==> src/rtl/isa_irq_pkg.sv <==
package isa_irq_pkg;

  typedef enum logic [2:0] {
    SEL_CMD,
    SEL_MASK,
    SEL_ISA_VEC,
    SEL_BOARD_VEC,
    SEL_NONE
  } sel_kind_e;

  typedef struct packed {
    sel_kind_e  kind;
    logic [7:0] bank;
  } reg_sel_t;

  // Bank k owns a command word at 2k and a mask word at 2k+1.
  // The two vector words follow the last bank.
  function automatic reg_sel_t decode_addr(input int unsigned a, input int unsigned nbanks);
    reg_sel_t s;
    s.bank = 8'(a >> 1);
    if (a < 2 * nbanks)
      s.kind = a[0] ? SEL_MASK : SEL_CMD;
    else if (a == 2 * nbanks)
      s.kind = SEL_ISA_VEC;
    else if (a == 2 * nbanks + 1)
      s.kind = SEL_BOARD_VEC;
    else
      s.kind = SEL_NONE;
    return s;
  endfunction

endpackage

==> src/rtl/isa_irq_lowest.sv <==
// Finds the lowest set bit of a vector.
module isa_irq_lowest #(
  parameter int W     = 16,
  parameter int IDX_W = (W > 1) ? $clog2(W) : 1
) (
  input  logic [W-1:0]     vec,
  output logic [IDX_W-1:0] idx,
  output logic             found
);

  always_comb begin
    idx   = '0;
    found = 1'b0;
    for (int i = W - 1; i >= 0; i--) begin
      if (vec[i]) begin
        idx   = IDX_W'(i);
        found = 1'b1;
      end
    end
  end

  // the reported index is set and no lower bit is set.
  always_comb begin
    if (found) begin
      a_r7_lowest_is_set: assert (vec[idx]);
      a_r7_nothing_below: assert ((vec & ((W'(1) << idx) - W'(1))) == '0);
    end else begin
      a_r7_none_when_empty: assert (vec == '0);
    end
  end

endmodule

==> src/rtl/isa_irq_bank.sv <==
// One group of request lines: edge capture, pending latch, and inverted mask.
module isa_irq_bank #(
  parameter int BANK_W = 8
) (
  input  logic              clk,
  input  logic              rst,
  input  logic [BANK_W-1:0] req_in,
  input  logic              clr,
  input  logic              mask_we,
  input  logic [BANK_W-1:0] mask_wdata,
  output logic [BANK_W-1:0] pend,
  output logic [BANK_W-1:0] en
);

  logic [BANK_W-1:0] req_q;
  logic [BANK_W-1:0] rise;

  assign rise = req_in & ~req_q;

  // set on edge, clear on command; a new edge wins over the clear.
  always_ff @(posedge clk) begin
    if (rst) begin
      req_q <= '0;
      pend  <= '0;
    end else begin
      req_q <= req_in;
      pend  <= (clr ? '0 : pend) | rise;
    end
  end

  // enable resets to all ones and stores the inverse of a mask write.
  always_ff @(posedge clk) begin
    if (rst)
      en <= '1;
    else if (mask_we)
      en <= ~mask_wdata;
  end

  for (genvar i = 0; i < BANK_W; i++) begin : g_bit_chk
    a_r5_set_on_edge: assert property (@(posedge clk) disable iff (rst)
      $rose(pend[i]) |-> ($past(req_in[i]) && !$past(req_q[i])));
  end

  a_r6_clear_leaves_new_edges: assert property (@(posedge clk) disable iff (rst)
    (!$past(rst) && $past(clr)) |-> ((pend & ~$past(req_in & ~req_q)) == '0));

  a_r2_mask_inverted: assert property (@(posedge clk) disable iff (rst)
    (!$past(rst) && $past(mask_we)) |-> (en == ~$past(mask_wdata)));

  // a group's mask only moves on its own write.
  a_r3_mask_holds: assert property (@(posedge clk) disable iff (rst)
    (!$past(rst) && !$past(mask_we)) |-> $stable(en));

endmodule

==> src/rtl/isa_irq_unit.sv <==
module isa_irq_unit #(
  parameter int BANK_W    = 8,
  parameter int NUM_BANKS = 2,
  parameter int BOARD_W   = 15,
  parameter int ADDR_W    = 3
) (
  input  logic                        clk,
  input  logic                        rst,
  input  logic                        bus_wr,
  input  logic                        bus_rd,
  input  logic [ADDR_W-1:0]           bus_addr,
  input  logic [BANK_W-1:0]           bus_wdata,
  output logic [NUM_BANKS*BANK_W-1:0] bus_rdata,
  input  logic [NUM_BANKS*BANK_W-1:0] isa_req,
  input  logic [BOARD_W-1:0]          board_stat,
  output logic                        irq_out
);
  import isa_irq_pkg::*;

  localparam int DW      = NUM_BANKS * BANK_W;
  localparam int ISA_IW  = (DW > 1) ? $clog2(DW) : 1;
  localparam int BRD_IW  = (BOARD_W > 1) ? $clog2(BOARD_W) : 1;

  reg_sel_t        sel;
  logic [DW-1:0]   pend_all;
  logic [DW-1:0]   en_all;
  logic [DW-1:0]   active;
  logic [ISA_IW-1:0] isa_idx;
  logic            isa_found;
  logic [BRD_IW-1:0] brd_idx;
  logic            brd_found;
  logic [DW-1:0]   isa_vec;
  logic [DW-1:0]   brd_vec;
  logic [DW-1:0]   rd_mux;

  assign sel = decode_addr(32'(bus_addr), NUM_BANKS);

  for (genvar k = 0; k < NUM_BANKS; k++) begin : g_bank
    logic clr_k;
    logic mask_we_k;
    assign clr_k     = bus_wr && (sel.kind == SEL_CMD)  && (sel.bank == 8'(k));
    assign mask_we_k = bus_wr && (sel.kind == SEL_MASK) && (sel.bank == 8'(k));

    isa_irq_bank #(.BANK_W(BANK_W)) u_bank (
      .clk       (clk),
      .rst       (rst),
      .req_in    (isa_req[k*BANK_W +: BANK_W]),
      .clr       (clr_k),
      .mask_we   (mask_we_k),
      .mask_wdata(bus_wdata),
      .pend      (pend_all[k*BANK_W +: BANK_W]),
      .en        (en_all[k*BANK_W +: BANK_W])
    );
  end

  assign active = pend_all & en_all;

  // lowest enabled pending request.
  isa_irq_lowest #(.W(DW), .IDX_W(ISA_IW)) u_isa_prio (
    .vec  (active),
    .idx  (isa_idx),
    .found(isa_found)
  );

  // lowest on-board status bit.
  isa_irq_lowest #(.W(BOARD_W), .IDX_W(BRD_IW)) u_board_prio (
    .vec  (board_stat),
    .idx  (brd_idx),
    .found(brd_found)
  );

  assign isa_vec = isa_found ? DW'(isa_idx) : '0;
  assign brd_vec = brd_found ? DW'((32'(brd_idx) + 32'd1) << 2) : '0;

  // read mux.
  always_comb begin
    unique case (sel.kind)
      SEL_MASK:      rd_mux = en_all;
      SEL_ISA_VEC:   rd_mux = isa_vec;
      SEL_BOARD_VEC: rd_mux = brd_vec;
      default:       rd_mux = '0;
    endcase
  end

  always_ff @(posedge clk) begin
    if (rst)
      bus_rdata <= '0;
    else if (bus_rd)
      bus_rdata <= rd_mux;
  end

  // registered summary interrupt.
  always_ff @(posedge clk) begin
    if (rst)
      irq_out <= 1'b0;
    else
      irq_out <= |active;
  end

  a_r1_enable_after_reset: assert property (@(posedge clk) disable iff (rst)
    $fell(rst) |-> (en_all == '1 && pend_all == '0 && !irq_out));

  a_r9_irq_one_cycle: assert property (@(posedge clk) disable iff (rst)
    !$past(rst) |-> (irq_out == $past(|(pend_all & en_all))));

  a_r10_vector_write_ignored: assert property (@(posedge clk) disable iff (rst)
    (!$past(rst) && $past(bus_wr) && $past(sel.kind != SEL_MASK)) |-> $stable(en_all));

endmodule

==> config.mk <==
export PLATFORM = sky130hd
export DESIGN_NAME = isa_irq_unit
export DESIGN_NICKNAME = d
export VERILOG_FILES = /design/src/rtl/isa_irq_pkg.sv /design/src/rtl/isa_irq_lowest.sv /design/src/rtl/isa_irq_bank.sv /design/src/rtl/isa_irq_unit.sv
export SDC_FILE = /design/constraint.sdc
export NUM_CORES = 1
export LEC_CHECK = 0
export BUFFER_PORTS_ARGS = -buffer_cell sky130_fd_sc_hd__buf_2
export CAP_MARGIN = 20
export CORE_MARGIN = 4
export CORE_UTILIZATION = 50
export DETAILED_ROUTE_END_ITERATION = 10
export PLACE_DENSITY = 0.72
export SYNTH_ARGS = -nofsm -noshare
export SYNTH_HDL_FRONTEND = slang
export SYNTH_SLANG_ARGS = --single-unit
==> constraint.sdc <==
create_clock -name clk -period 5.8 [get_ports clk]
set_input_delay 0.87 -clock clk [delete_from_list [all_inputs] [get_ports clk]]
set_output_delay 0.87 -clock clk [all_outputs]
set_load 0.05 [all_outputs]
# Yosys cells after proc, flatten, opt, wreduce, memory -nomap -nowiden
# Cells that the tools add are included.
[word_totals]
regBits = 65
output_inout_bits = 17
wordCells = 104
inputBits = 46
[op_classes]
n_lt_le_gt_ge = 1
eq_ne = 6
n_addsub = 1
mux = 71
reduce_logical = 9
bitwise = 8
[ops]
columns = ["operator", "n"]
rows = [
  ["two-way mux 4 bit", 32],
  ["case mux 16 bit (3 select lines)", 1],
  ["two-way mux 1 bit", 32],
  ["NOT 8 bit", 3],
  ["bitwise AND 16 bit", 1],
  ["bitwise AND 8 bit", 2],
  ["two-way mux 8 bit", 2],
  ["bitwise OR 8 bit", 2],
  ["OR reduction 16 bit", 1],
  ["two-way mux 3 bit", 3],
  ["logical NOT 8 bit", 1],
  ["two-way mux 7 bit", 1],
  ["equality test 3 x 2 -> 1 bit, second input constant", 2],
  ["equality test 3 bit, second input constant", 2],
  ["logical AND 1 bit", 6],
  ["adder 4 x 1 -> 5 bit, second input constant", 1],
  ["equality test 3 x 1 -> 1 bit, second input constant", 1],
  ["logical NOT 3 bit", 1],
  ["< comparator 3 bit, second input constant", 1],
  ["equality test 2 x 1 -> 1 bit, second input constant", 1],
]

# Depth between registers and ports, before layout
# Gate-level depths: netlist of run 1.
[depth]
ltp_word = 19
ltp_mapped = 11

# Hierarchy
# From an unflattened synthesis of run 1, not the netlist that was laid out.
[unflattened]
cells_unflattened = 340
hier_area_um2 = 2915.3
[by_module_without_submodules]
columns = ["module", "seq_area_each_um2", "cells_per_inst", "area_each_um2", "instances"]
rows = [
  ["isa_irq_bank", 480.5, 83, 832.0, 2],
  ["isa_irq_unit", 340.3, 114, 912.1, 1],
  ["isa_irq_lowest at u_isa_prio", 0.0, 33, 178.9, 1],
  ["isa_irq_lowest at u_board_prio", 0.0, 27, 160.2, 1],
]

# Worst setup path before layout of run 1
# No wires, ideal clock.
[synth_path]
kind = "input-to-reg"
start = "input board_stat[7]"
end = "register bus_rdata[4]"
slack_ps = 3284
t_required_ps = 5674
path_stages = 9
setup_time_ps = 126
arrival_time_ps = 2390
cell_sequence = "or4_1 -> o21ai_1 -> inv_1 -> ha_1 -> inv_1 -> o211ai_1 -> nor3b_1 -> a221oi_1 -> nor3_2"
[synth_between]
elab_chain_len = 11
[synth_lines]
columns = ["item", "line_no", "text"]
rows = [
  ["start, declared", "isa_irq_unit.sv:15", "input logic [BOARD_W-1:0] board_stat,"],
  ["two-way mux 4 bit (8 in a row)", "isa_irq_lowest.sv:15", "if (vec[i]) begin"],
  ["adder 4 x 1 -> 5 bit", "isa_irq_unit.sv:73", "assign brd_vec = brd_found ? DW'((32'(brd_idx) + 32'd1) << 2) : '0;"],
  ["two-way mux 7 bit *", "isa_irq_unit.sv:73", ""],
  ["case mux 16 bit (3 select lines) *", "isa_irq_unit.sv:77", "unique case (sel.kind)"],
  ["end signal, assigned", "isa_irq_unit.sv:89", "bus_rdata <= rd_mux;"],
  ["end, declared", "isa_irq_unit.sv:13", "output logic [NUM_BANKS*BANK_W-1:0] bus_rdata,"],
]
# Every way passes the cells marked *; elsewhere a longest branch is shown, timed or not.
# A chain may end at the register's enable or synchronous reset.

# Worst setup path after layout of run 1
# Same ends and word-level chain as after synthesis.

==> results of run 1 <==
[how the worst min path moves through the flow]
stage                                               from                                  end  slack (ns)  depth (start not counted)
floorplan            g_bank[0].u_bank.pend[4]$_SDFF_PP0_  g_bank[0].u_bank.pend[4]$_SDFF_PP0_        0.44                          1
global placement    g_bank[0].u_bank.req_q[2]$_SDFF_PP0_  g_bank[0].u_bank.pend[2]$_SDFF_PP0_        0.45                          2
detailed placement  g_bank[1].u_bank.req_q[7]$_SDFF_PP0_  g_bank[1].u_bank.pend[7]$_SDFF_PP0_        0.46                          2
CTS                 g_bank[1].u_bank.req_q[2]$_SDFF_PP0_  g_bank[1].u_bank.pend[2]$_SDFF_PP0_        0.47                          2
global route        g_bank[1].u_bank.req_q[7]$_SDFF_PP0_  g_bank[1].u_bank.pend[7]$_SDFF_PP0_        0.48                          2
finish              g_bank[1].u_bank.req_q[6]$_SDFF_PP0_  g_bank[1].u_bank.pend[6]$_SDFF_PP0_        0.47                          2
[cell usage after synthesis (all sizes together), types with 4 or more instances]
cell type / number / area [um^2]
a211o: 16 / 140
a211oi: 4 / 30.0
a21oi: 7 / 38.8
a221oi: 4 / 35.0
a22o: 21 / 184
a22oi: 15 / 113
a31oi: 4 / 25.0
a32o: 4 / 40.0
clkbuf: 9 / 57.6
dfxtp: 65 / 1300
inv: 22 / 82.6
nand2: 14 / 52.6
nand3: 4 / 20.0
nor2: 37 / 141
nor2b: 22 / 138
nor3: 7 / 51.3
o211ai: 4 / 30.0
or4: 4 / 41.3
[state kept, by name, summed over array words and instances (netlist names)]
register	cells
bus_rdata	16
g_bank.u_bank.en	16
g_bank.u_bank.pend	16
g_bank.u_bank.req_q	16
irq_out	1
[layout make-up]
cell class	count	share of cell area [%]
inverters	22	2.53
flip-flops and latches	65	39.8
clock buffers	9	3.79
well taps	70	2.68
multi-input cells	191	38.6
clock inverters	7	2.87
repair buffers	63	9.72
[layer usage]
metal	global-route usage, %	up-vias	wire (um)
met1	26.5	1043	2900
met2	29.1	70	2660
met3	5.15	8	399
li1	-	1194	-
met4	6.25	0	63
met5	0	-	0
[worst register-to-register path, stage by stage, from the launching register on]
cell and delay, ns:
dfxtp_1 0.36, a22o_1 0.24, a221oi_1 0.38, nand4_1 0.22, a31oi_1 0.21, nor3_1 0.06
[logic make-up (layout without fill, tap and decap cells)]
kind of cell	after synthesis	count (layout)	share of synthesized area [%]
AOI/OAI and AO/OA	88	88	25.9
DFF	65	65	48.1
adders and majority gates	1	1	0.463
buffers and inverters	31	101	5.19
and+or+nand+nor	102	102	20.3
[stage by stage]
stage / cells / setup WS, ns / power (W) / utilization (%)
CTS: 427 / 3.33 / 0.00104 / 63.2
global placement: 411 / 3.06 / 0.000626 / 59.0
detailed placement: 411 / 2.96 / 0.000628 / 59.0
floorplan: 287 / 3.28 / 0.000585 / -
finish: 427 / 3.32 / 0.00103 / 63.2
global route: 427 / 3.21 / 0.00108 / 63.2
[power groups by stage]
stage	Clock [W]	Sequential, W	Combinational, W
floorplan	0	0.000510	0.0000752
finish	0.000413	0.000490	0.000128
detailed placement	0	0.000500	0.000128
CTS	0.000422	0.000490	0.000129
global placement	0	0.000500	0.000126
global route	0.000443	0.000493	0.000142
==> run summary, run 1 <==
CP max-delay cell - or4_1
Final period utilization - 42.8%
DR vias - 2,315
Skew final - 0.0107 ns
Synth Register Bits - 65
Die Area - 6650 um^2
Avg Vias per Cell - 5.42
Die Width - 81.5 um
CTS root buf - clkbuf_8
Design area - 3270 um^2
Switching Share - 25.5%
Critical Path End Type - flop
Setup slack, reg-to-reg - 4.19 ns
Crit-path max FO - 5
Postcts setup bufs - 0
Hold Fails Final Rpt - 0
Worst path depth - 10
First-pass GRT wire length - 9730 um
Post-cts sizing count - 0
PwrDens - 316 nW/um^2
CTS sink cnt - 65
NumNets Final - 399
Crit Reg-Reg Startpoint - g_bank[1].u_bank.en[6]$_SDFFE_PP1P_
Status - finished, final reports clean
Arr. time, crit path - 2.67 ns
Drt initial violations - 131
Footprint of the multi-input gates - 1260 um^2
H-Tree Depth - 3
R2r endpoint - bus_rdata[1]$_SDFFE_PP0P_
Primary FF master, synth - dfxtp_1
FF-to-FF path depth - 5
Critical path type - in2reg
Cell variety after synth - 44
DP Wirelength - 4460 um
Setup crit start kind - input pin
Clock Power Share - 40.1%
Vias in the first global route - 2,077
Seq/Total Area, Yosys - 48.1%
Most frequent cells in the layout - dfxtp_1, buf_2, nor2_1
Critical-path cell list - buf_2 -> or4_1 -> o21ai_1 -> inv_1 -> ha_1 -> inv_1 -> o211ai_1 -> nor3b_1 -> a221oi_1 -> nor3_2
Async SR Flop Fraction - 0%
Post-Syn Area - 2700 um^2
CP bufs+invs - 3
Post-Syn Instances - 287
Layout cell share with drive strength beyond 1 - 24.9%
Hold WS - 0.473 ns
Core area - 5170 um^2
Syn nets - 334
Internal power - 0.000769 W
Ant. Diodes - 0
Port Buf Inserts - 62
VDD IR max - 0.257 mV
Min-delay worst type - reg2reg
Cell with the most instances on the worst path - inv_1
Post-synth EDFFs - 0
Most common cell after layout, fill and taps aside - dfxtp_1
ANT nets after route - 0
Crit path from - board_stat[7]
Syn Area/Cell - 9.42 um^2
Initial antenna violation count - 0
Sequential share of power - 47.5%
Unrepaired setup endpoints after global routing - no
Fill count - 467
Clk Latency, worst-skew pair - 0.34 ns
Final GP Congestion - 0.866
Starting Density - 52.2%
# rows - 26
Area grow syn2layout - 20.9%
Lkg Pwr - 1.41 nW
Cts hold-fix bufs - 0
Largest net degree at the start of global routing - 54
Routed WL - 6020 um
WP data required - 5.99 ns
I/O pins - 63
Remaining Overflow, GRT - 0
Final Setup Violations - 0
Die span in y - 81.5 um
Drt wl/cell - 14.1 um
TritonCTS clock tree - built
Final Max Tran Viols - 0
Register Area - 1300 um^2
Fin crit period - 2.48 ns
Num CTS Buffers - 9
Fmax - 0.403 GHz
Max-Cap Viols - 0
CP peak stage delay - 0.51 ns
Gate power share - 12.4%
DP Area - 3050 um^2
Worst-Margin Slew - 0.932 ns
CP endpoint - bus_rdata[4]$_SDFFE_PP0P_
DRT Pass-1 Iters - 4
CP delay by family, top - simple AND/OR/NAND/NOR gates
Switch Pwr - 0.000263 W
CTS max path bufs - 2
Syn. warnings - 0
Remaining DRCs - 0
Clock transition at path regs - 0.08 ns
Total track usage - 19.2%
Headroom to the max-slew limit - 37.9%
Setup TNS - 0 ns
Note: power is estimated with default switching activity, not from simulation.
==> run 2, diff against run 1 <==
--- a/config.mk
+++ b/config.mk
@@ -5,6 +5,7 @@
 export SDC_FILE = /design/constraint.sdc
 export NUM_CORES = 1
 export LEC_CHECK = 0
+export ABC_AREA = 1
 export BUFFER_PORTS_ARGS = -buffer_cell sky130_fd_sc_hd__buf_2
 export CAP_MARGIN = 20
 export CORE_MARGIN = 4
==> constraint.sdc (replaced) <==
create_clock -name clk -period 2.35 [get_ports clk]
set_input_delay 0.3525 -clock clk [delete_from_list [all_inputs] [get_ports clk]]
set_output_delay 0.3525 -clock clk [all_outputs]
set_load 0.05 [all_outputs]
==> run 2 against run 1 <==
Compared with the run above: critical path depth grew 10; global-route usage shrank 0.58 points; via count grew 8.3%; sequential share of layout area grew 0.14 points; utilization shrank 0.61 points; die area grew 0.79%; first-iteration DRC count shrank 34%; synthesized cell count grew 33%; final area shrank 0.34%; cell count grew 22%; register-to-register slack lost 3.5 ns; critical path type unchanged; critical endpoint is now bus_rdata[6]$_SDFFE_PP0P_.
==> run summary, run 2 <==
Status - finished, final reports clean (unchanged)
CP max-delay cell - o41ai_1 (was or4_1)
Post-synth top area share - 47.7% (was 48.1%)
Skew final - 0.00792 ns (was 0.0107 ns)
Synth area leader - dfxtp_1 (unchanged)
Critical-path cell list - buf_2 -> inv_2 -> o21ai_1 -> nand2_1 -> nand2_1 -> nand2_1 -> nand2_1 -> nand2_1 -> nand2_1 -> nand2_1 -> nand2_1 -> nand2_1 -> nand2_1 -> nand2_1 -> inv_1 -> ha_1 -> nand2_1 -> o41ai_1 -> nand2_1 -> a21oi_1 (was buf_2 -> or4_1 -> o21ai_1 -> inv_1 -> ha_1 -> inv_1 -> o211ai_1 -> nor3b_1 -> a221oi_1 -> nor3_2)
Drt initial violations - 87 (was 131)
ANT nets after route - 0 (unchanged)
Power, Total - 0.00238 W (was 0.00103 W)
WP data required - 2.63 ns (was 5.99 ns)
Final period utilization - 69.2%
Worst-Margin Slew - 0.375 ns (was 0.932 ns)
Clk Latency, worst-skew pair - 0.34 ns (about the same)
TritonCTS clock tree - built (unchanged)
FF-to-FF path depth - 20 (was 5)
WHS Path Cells - 2 (unchanged)
Synth cell count leaders - nand2_1, dfxtp_1, nor2_1 (was dfxtp_1, nor2_1, nor2b_1)
Core area - 5200 um^2 (was 5170 um^2)
CP bufs+invs - 3 (unchanged)
Max-Cap Viols - 0 (unchanged)
Clock transition at path regs - 0.07 ns (was 0.08 ns)
Num CTS Buffers - 9 (unchanged)
DP Wirelength - 4390 um (was 4460 um)
CTS root buf - clkbuf_8 (unchanged)
Min-delay worst type - in2reg (was reg2reg)
Hold Fails Final Rpt - 0 (unchanged)
Seq/Total Area, Yosys - 47.7% (was 48.1%)
CP delay by family, top - simple AND/OR/NAND/NOR gates (unchanged)
Post-Syn Area - 2730 um^2 (was 2700 um^2)
Remaining Overflow, GRT - 0 (unchanged)
Synth Register Bits - 65 (unchanged)
Largest net degree at the start of global routing - 57 (was 54)
Ant. Diodes - 0 (unchanged)
Routed WL - 5860 um (was 6020 um)
Most frequent cells in the layout - nand2_1, nor2_1, dfxtp_1 (was dfxtp_1, buf_2, nor2_1)
Cell with the most instances on the worst path - nand2_1 (was inv_1)
Final Max Tran Viols - 0 (unchanged)
I/O pins - 63 (unchanged)
Setup crit start kind - input pin (unchanged)
Die Area - 6700 um^2 (was 6650 um^2)
VDD IR max - 0.392 mV (was 0.257 mV)
# rows - 26 (unchanged)
Final Setup Violations - 0 (unchanged)
Critical path type - in2reg (unchanged)
Avg Vias per Cell - 4.82 (was 5.42)
Syn. warnings - 0 (unchanged)
Total track usage - 18.6% (was 19.2%)
Crit-path max FO - 2 (was 5)
Primary FF master, synth - dfxtp_1 (unchanged)
Initial antenna violation count - 0 (unchanged)
CP peak stage delay - 0.25 ns (was 0.51 ns)
Most common cell after layout, fill and taps aside - nand2_1 (was dfxtp_1)
Post-cts sizing count - 0 (unchanged)
Setup TNS - 0 ns (unchanged)
H-Tree Depth - 3 (unchanged)
Syn Area/Cell - 7.14 um^2 (was 9.42 um^2)
DRT Pass-1 Iters - 4 (unchanged)
Syn nets - 429 (was 334)
Postcts setup bufs - 0 (unchanged)
Port Buf Inserts - 62 (unchanged)
Critical Path End Type - flop (unchanged)
Area grow syn2layout - 19.5% (was 20.9%)
Remaining DRCs - 0 (unchanged)
Starting Density - 52.4% (was 52.2%)
Synth top area cells - dfxtp_1, nand2_1, nor2_1 (was dfxtp_1, a22o_1, a211o_1)
Cell variety after synth - 26 (was 44)
DR vias - 2,507 (was 2,315)
Drt wl/cell - 11.3 um (was 14.1 um)
CTS sink cnt - 65 (unchanged)
First-pass GRT wire length - 9460 um (was 9730 um)
CTS max path bufs - 2 (unchanged)
Fin crit period - 1.63 ns
Arr. time, crit path - 1.90 ns (was 2.67 ns)
Async SR Flop Fraction - 0% (unchanged)
Post-Syn Instances - 382 (was 287)
Layout cell share with drive strength beyond 1 - 24.4% (was 24.9%)
Post-synth EDFFs - 0 (unchanged)
Die span in y - 81.8 um (was 81.5 um)
Vias in the first global route - 2,201 (was 2,077)
Unrepaired setup endpoints after global routing - no (unchanged)
Headroom to the max-slew limit - 75.0% (was 37.9%)
Most frequent cell after synthesis - nand2_1 (was dfxtp_1)
PwrDens - 730 nW/um^2 (was 316 nW/um^2)
Lkg Pwr - 1.61 nW (was 1.41 nW)
Fmax - 0.615 GHz
Cts hold-fix bufs - 0 (unchanged)
Worst path depth - 20 (was 10)
NumNets Final - 492 (was 399)
Final GP Congestion - 0.819 (was 0.866)
Hold WS - 0.206 ns (was 0.473 ns)
Die Width - 81.8 um (was 81.5 um)
Final Core Density - 62.6% (was 63.2%)
Setup slack, reg-to-reg - 0.73 ns (was 4.19 ns)
==> run 2: where the power goes <==
| group | internal [W] | switching, W | leakage [nW] |
|---|---|---|---|
| Clock | 0.000386 | 0.000445 | 0.0866 |
| Sequential | 0.00116 | 0.0000376 | 0.538 |
| Combinational | 0.000123 | 0.000223 | 0.984 |
| Total | 0.00167 | 0.000706 | 1.61 |
==> run 2: area by class of cell <==
class                   count  area [um^2]
inverters                  43          161
clock inverters             6         43.8
flip-flops and latches     65         1300
repair buffers             64          338
well taps                  70         87.6
multi-input cells         262         1200
clock buffers              10          128
fillers                   509         1950
==> run 2: cell families after synthesis <==
| logic type | after synthesis | share of synthesized area (%) |
|---|---|---|
| flip-flops | 65 | 47.7 |
| AO/OA/AOI/OAI | 84 | 16.6 |
| buffers and inverters | 55 | 8.35 |
| AND/OR/NAND/NOR | 177 | 26.8 |
| adder cells (fa/ha/maj) | 1 | 0.459 |
==> run 2: final timing paths <==
path                                             from                             endpoint
setup / recovery                       board_stat[13]            bus_rdata[6]$_SDFFE_PP0P_
hold / removal                           bus_wdata[5]  g_bank[0].u_bank.en[5]$_SDFFE_PP1P_
setup reg to reg  g_bank[1].u_bank.en[7]$_SDFFE_PP1P_            bus_rdata[0]$_SDFFE_PP0P_
hold reg to reg             bus_rdata[1]$_SDFFE_PP0P_            bus_rdata[1]$_SDFFE_PP0P_
==> run 2: through the flow <==
step,cells,instance area (um^2),setup WS [ns]
final,520,3260,0.725
after global routing,520,3260,0.460
after CTS,520,3260,0.744
after detailed placement,504,3090,0.413
after global placement,504,3090,0.453
after floorplan,382,2730,0.656
==> run 2: per-layer routing <==
metal | track usage, % | up-vias | wire length (um)
met5 | 0 | - | 0
met4 | 9.97 | 0 | 122
met3 | 3.40 | 12 | 373
met2 | 29.6 | 60 | 2660
met1 | 23.8 | 1085 | 2700
li1 | - | 1350 | -
==> run 3, diff against run 2 <==
--- a/config.mk
+++ b/config.mk
@@ -5,11 +5,11 @@
 export SDC_FILE = /design/constraint.sdc
 export NUM_CORES = 1
 export LEC_CHECK = 0
-export ABC_AREA = 1
+export ABC_AREA = 0
 export BUFFER_PORTS_ARGS = -buffer_cell sky130_fd_sc_hd__buf_2
 export CAP_MARGIN = 20
 export CORE_MARGIN = 4
-export CORE_UTILIZATION = 50
+export CORE_UTILIZATION = 48
 export DETAILED_ROUTE_END_ITERATION = 10
 export PLACE_DENSITY = 0.72
 export SYNTH_ARGS = -nofsm -noshare
==> constraint.sdc (replaced) <==
create_clock -name clk -period 1.35 [get_ports clk]
set_input_delay 0.2025 -clock clk [delete_from_list [all_inputs] [get_ports clk]]
set_output_delay 0.2025 -clock clk [all_outputs]
set_load 0.05 [all_outputs]
==> run 3 against run 2 <==
Compared with the run above: the flow now finishes with violations (setup timing); global-route usage increased by 4.3 points; register-to-register slack lost 0.83 ns; clock-buffer cell count increased by 1; largest power group unchanged; sequential cell count is the same; cell count shrank 2.5%; via count increased by 13%; critical endpoint unchanged; combinational power increased to 2.7 times the previous value; die area grew 2.9%; final area up 26%; clock skew up 0.00074 ns; non-clock buffer count increased by 77.
==> run summary, run 3 (same netlist as run 1, synthesis figures left out) <==
Status - finished, violations left (was finished, final reports clean)
Failing checks - setup timing
Die Area - 6890 um^2 (was 6700 um^2)
Most frequent cells in the layout - buf_4, buf_2, dfxtp_1 (was nand2_1, nor2_1, dfxtp_1)
Avg Vias per Cell - 5.59 (was 4.82)
Worst-Margin Slew - 0.680 ns (was 0.375 ns)
Post-route setup slack - -0.400 ns (was 0.725 ns)
Total track usage - 22.9% (was 18.6%)
Cell with the most instances on the worst path - buf_4 (was nand2_1)
CTS sink cnt - 65 (unchanged)
Area grow syn2layout - 51.5% (was 19.5%)
Switch Pwr - 0.00129 W (was 0.000706 W)
Final Max Tran Viols - 0 (unchanged)
Die Width - 83.0 um (was 81.8 um)
CP max-delay cell - a211oi_2 (was o41ai_1)
Headroom to the max-slew limit - 54.7% (was 75.0%)
Initial antenna violation count - 0 (unchanged)
PwrDens - 1110 nW/um^2 (was 730 nW/um^2)
Critical path type - in2reg (unchanged)
Arr. time, crit path - 1.99 ns (was 1.90 ns)
Starting Density - 49.4% (was 52.4%)
Crit-path max FO - 4 (was 2)
DP Area - 3600 um^2 (was 3090 um^2)
Num CTS Buffers - 9 (unchanged)
Ant. Diodes - 0 (unchanged)
Fill count - 396 (was 509)
Largest net degree at the start of global routing - 23 (was 57)
Most common cell after layout, fill and taps aside - buf_4 (was nand2_1)
Die span in y - 83.0 um (was 81.8 um)
Skew final - 0.00865 ns (was 0.00792 ns)
CTS max path bufs - 2 (unchanged)
Clock Power Share - 34.1% (was 34.9%)
Vias in the first global route - 2,579 (was 2,201)
Worst path depth - 12 (was 20)
NumNets Final - 477 (was 492)
Max-Cap Viols - 0 (unchanged)
Drt wl/cell - 16.6 um (was 11.3 um)
I/O pins - 63 (unchanged)
Remaining Overflow, GRT - 0 (unchanged)
Switching Share - 28.3% (was 29.7%)
Routed WL - 8430 um (was 5860 um)
Layout cell share with drive strength beyond 1 - 46.4% (was 24.4%)
WHS Path Cells - 2 (unchanged)
Hold Fails Final Rpt - 0 (unchanged)
H-Tree Depth - 3 (unchanged)
DP Wirelength - 5680 um (was 4390 um)
CP peak stage delay - 0.30 ns (was 0.25 ns)
CTS root buf - clkbuf_8 (unchanged)
Internal power - 0.00327 W (was 0.00167 W)
Critical-path cell list - buf_6 -> buf_4 -> nor2_1 -> o31ai_2 -> a211oi_2 -> nor3_2 -> ha_4 -> buf_4 -> buf_4 -> a32o_1 -> a22oi_1 -> nor2_1 (was buf_2 -> inv_2 -> o21ai_1 -> nand2_1 -> nand2_1 -> nand2_1 -> nand2_1 -> nand2_1 -> nand2_1 -> nand2_1 -> nand2_1 -> nand2_1 -> nand2_1 -> nand2_1 -> inv_1 -> ha_1 -> nand2_1 -> o41ai_1 -> nand2_1 -> a21oi_1)
FF-to-FF path depth - 6 (was 20)
Clk Latency, worst-skew pair - 0.35 ns (was 0.34 ns)
Remaining DRCs - 0 (unchanged)
DR vias - 2,835 (was 2,507)
Design area - 4100 um^2 (was 3260 um^2)
Final period utilization - 130%
WP data required - 1.59 ns (was 2.63 ns)
Sequential share of power - 45.8% (was 50.5%)
Cts hold-fix bufs - 0 (unchanged)
Lkg Pwr - 1.84 nW (was 1.61 nW)
Port Buf Inserts - 62 (unchanged)
Clock transition at path regs - 0.08 ns (was 0.07 ns)
Setup TNS - -1.52 ns (was 0 ns)
Fin crit period - 1.75 ns
Gate power share - 20.1% (was 14.6%)
Fmax - 0.572 GHz
Drt initial violations - 227 (was 87)
Critical Path End Type - flop (unchanged)
First-pass GRT wire length - 12,700 um (was 9460 um)
Final Core Density - 74.8% (was 62.6%)
Power, Total - 0.00456 W (was 0.00238 W)
# rows - 27 (was 26)
Final Setup Violations - 8 (was 0)
Min-delay worst type - in2reg (unchanged)
Final GP Congestion - 0.874 (was 0.819)
Core area - 5470 um^2 (was 5200 um^2)
DRT Pass-1 Iters - 5 (was 4)
CP bufs+invs - 4 (was 3)
TritonCTS clock tree - built (unchanged)
ANT nets after route - 0 (unchanged)
Unrepaired setup endpoints after global routing - yes (was no)
VDD IR max - 0.702 mV (was 0.392 mV)
Setup crit start kind - input pin (unchanged)
CP delay by family, top - compound AO/OA/AOI/OAI gates (was simple AND/OR/NAND/NOR gates)
[run 3: layout make-up]
type	instances	area [um^2]	share of cell area, %
Multi-Input combinational cell	191	1420	34.7
Sequential cell	65	1320	32.1
Timing Repair Buffer	141	992	24.2
Clock buffer	11	151	3.70
Tap cell	72	90.1	2.20
Inverter	22	85.1	2.08
Clock inverter	5	38.8	0.947
[run 3: final timing paths]
path	from	endpoint	slack, ns
worst max-delay path	board_stat[7]	bus_rdata[6]$_SDFFE_PP0P_	-0.40
worst min-delay path	isa_req[14]	g_bank[1].u_bank.req_q[6]$_SDFF_PP0_	0.12
worst max register to register	g_bank[1].u_bank.en[5]$_SDFFE_PP1P_	bus_rdata[0]$_SDFFE_PP0P_	-0.10
worst min register to register	g_bank[0].u_bank.req_q[6]$_SDFF_PP0_	g_bank[0].u_bank.pend[6]$_SDFF_PP0_	0.47
[run 3: power groups by stage]
stage	logic (W)	registers [W]	clock network, W
floorplan	0.000331	0.00219	0
global placement	0.000766	0.00212	0
detailed placement	0.000781	0.00213	0
CTS	0.000812	0.00209	0.00158
global route	0.000990	0.00210	0.00167
finish	0.000919	0.00209	0.00156
[run 3: stage by stage]
stage / std cells / setup WS [ns] / hold WS [ns]
after global routing: 507 / -0.484 / 0.109
after detailed placement: 479 / -0.600 / 0.461
final: 507 / -0.400 / 0.115
after global placement: 479 / -0.542 / 0.451
after floorplan: 287 / -0.408 / 0.286
after CTS: 500 / -0.179 / 0.0985
[run 3: layer usage]
metal | vias to the layer above | global-route usage (%) | share of wire (%)
met2 | 163 | 35.7 | 46
met4 | 0 | 8.77 | 2.9
met1 | 1293 | 31.0 | 42
met3 | 26 | 4.76 | 9.1
met5 | - | 0 | 0
li1 | 1353 | - | -
[run 3: repair_timing]
| action | CTS | global route |
|---|---|---|
| pin swaps | 16 | 24 |
| setup buffers | 6 | 11 |
| gates resized for setup | 14 | 39 |
| cloned | 0 | 0 |
| endpoints found under the setup margin | 7 | 8 |
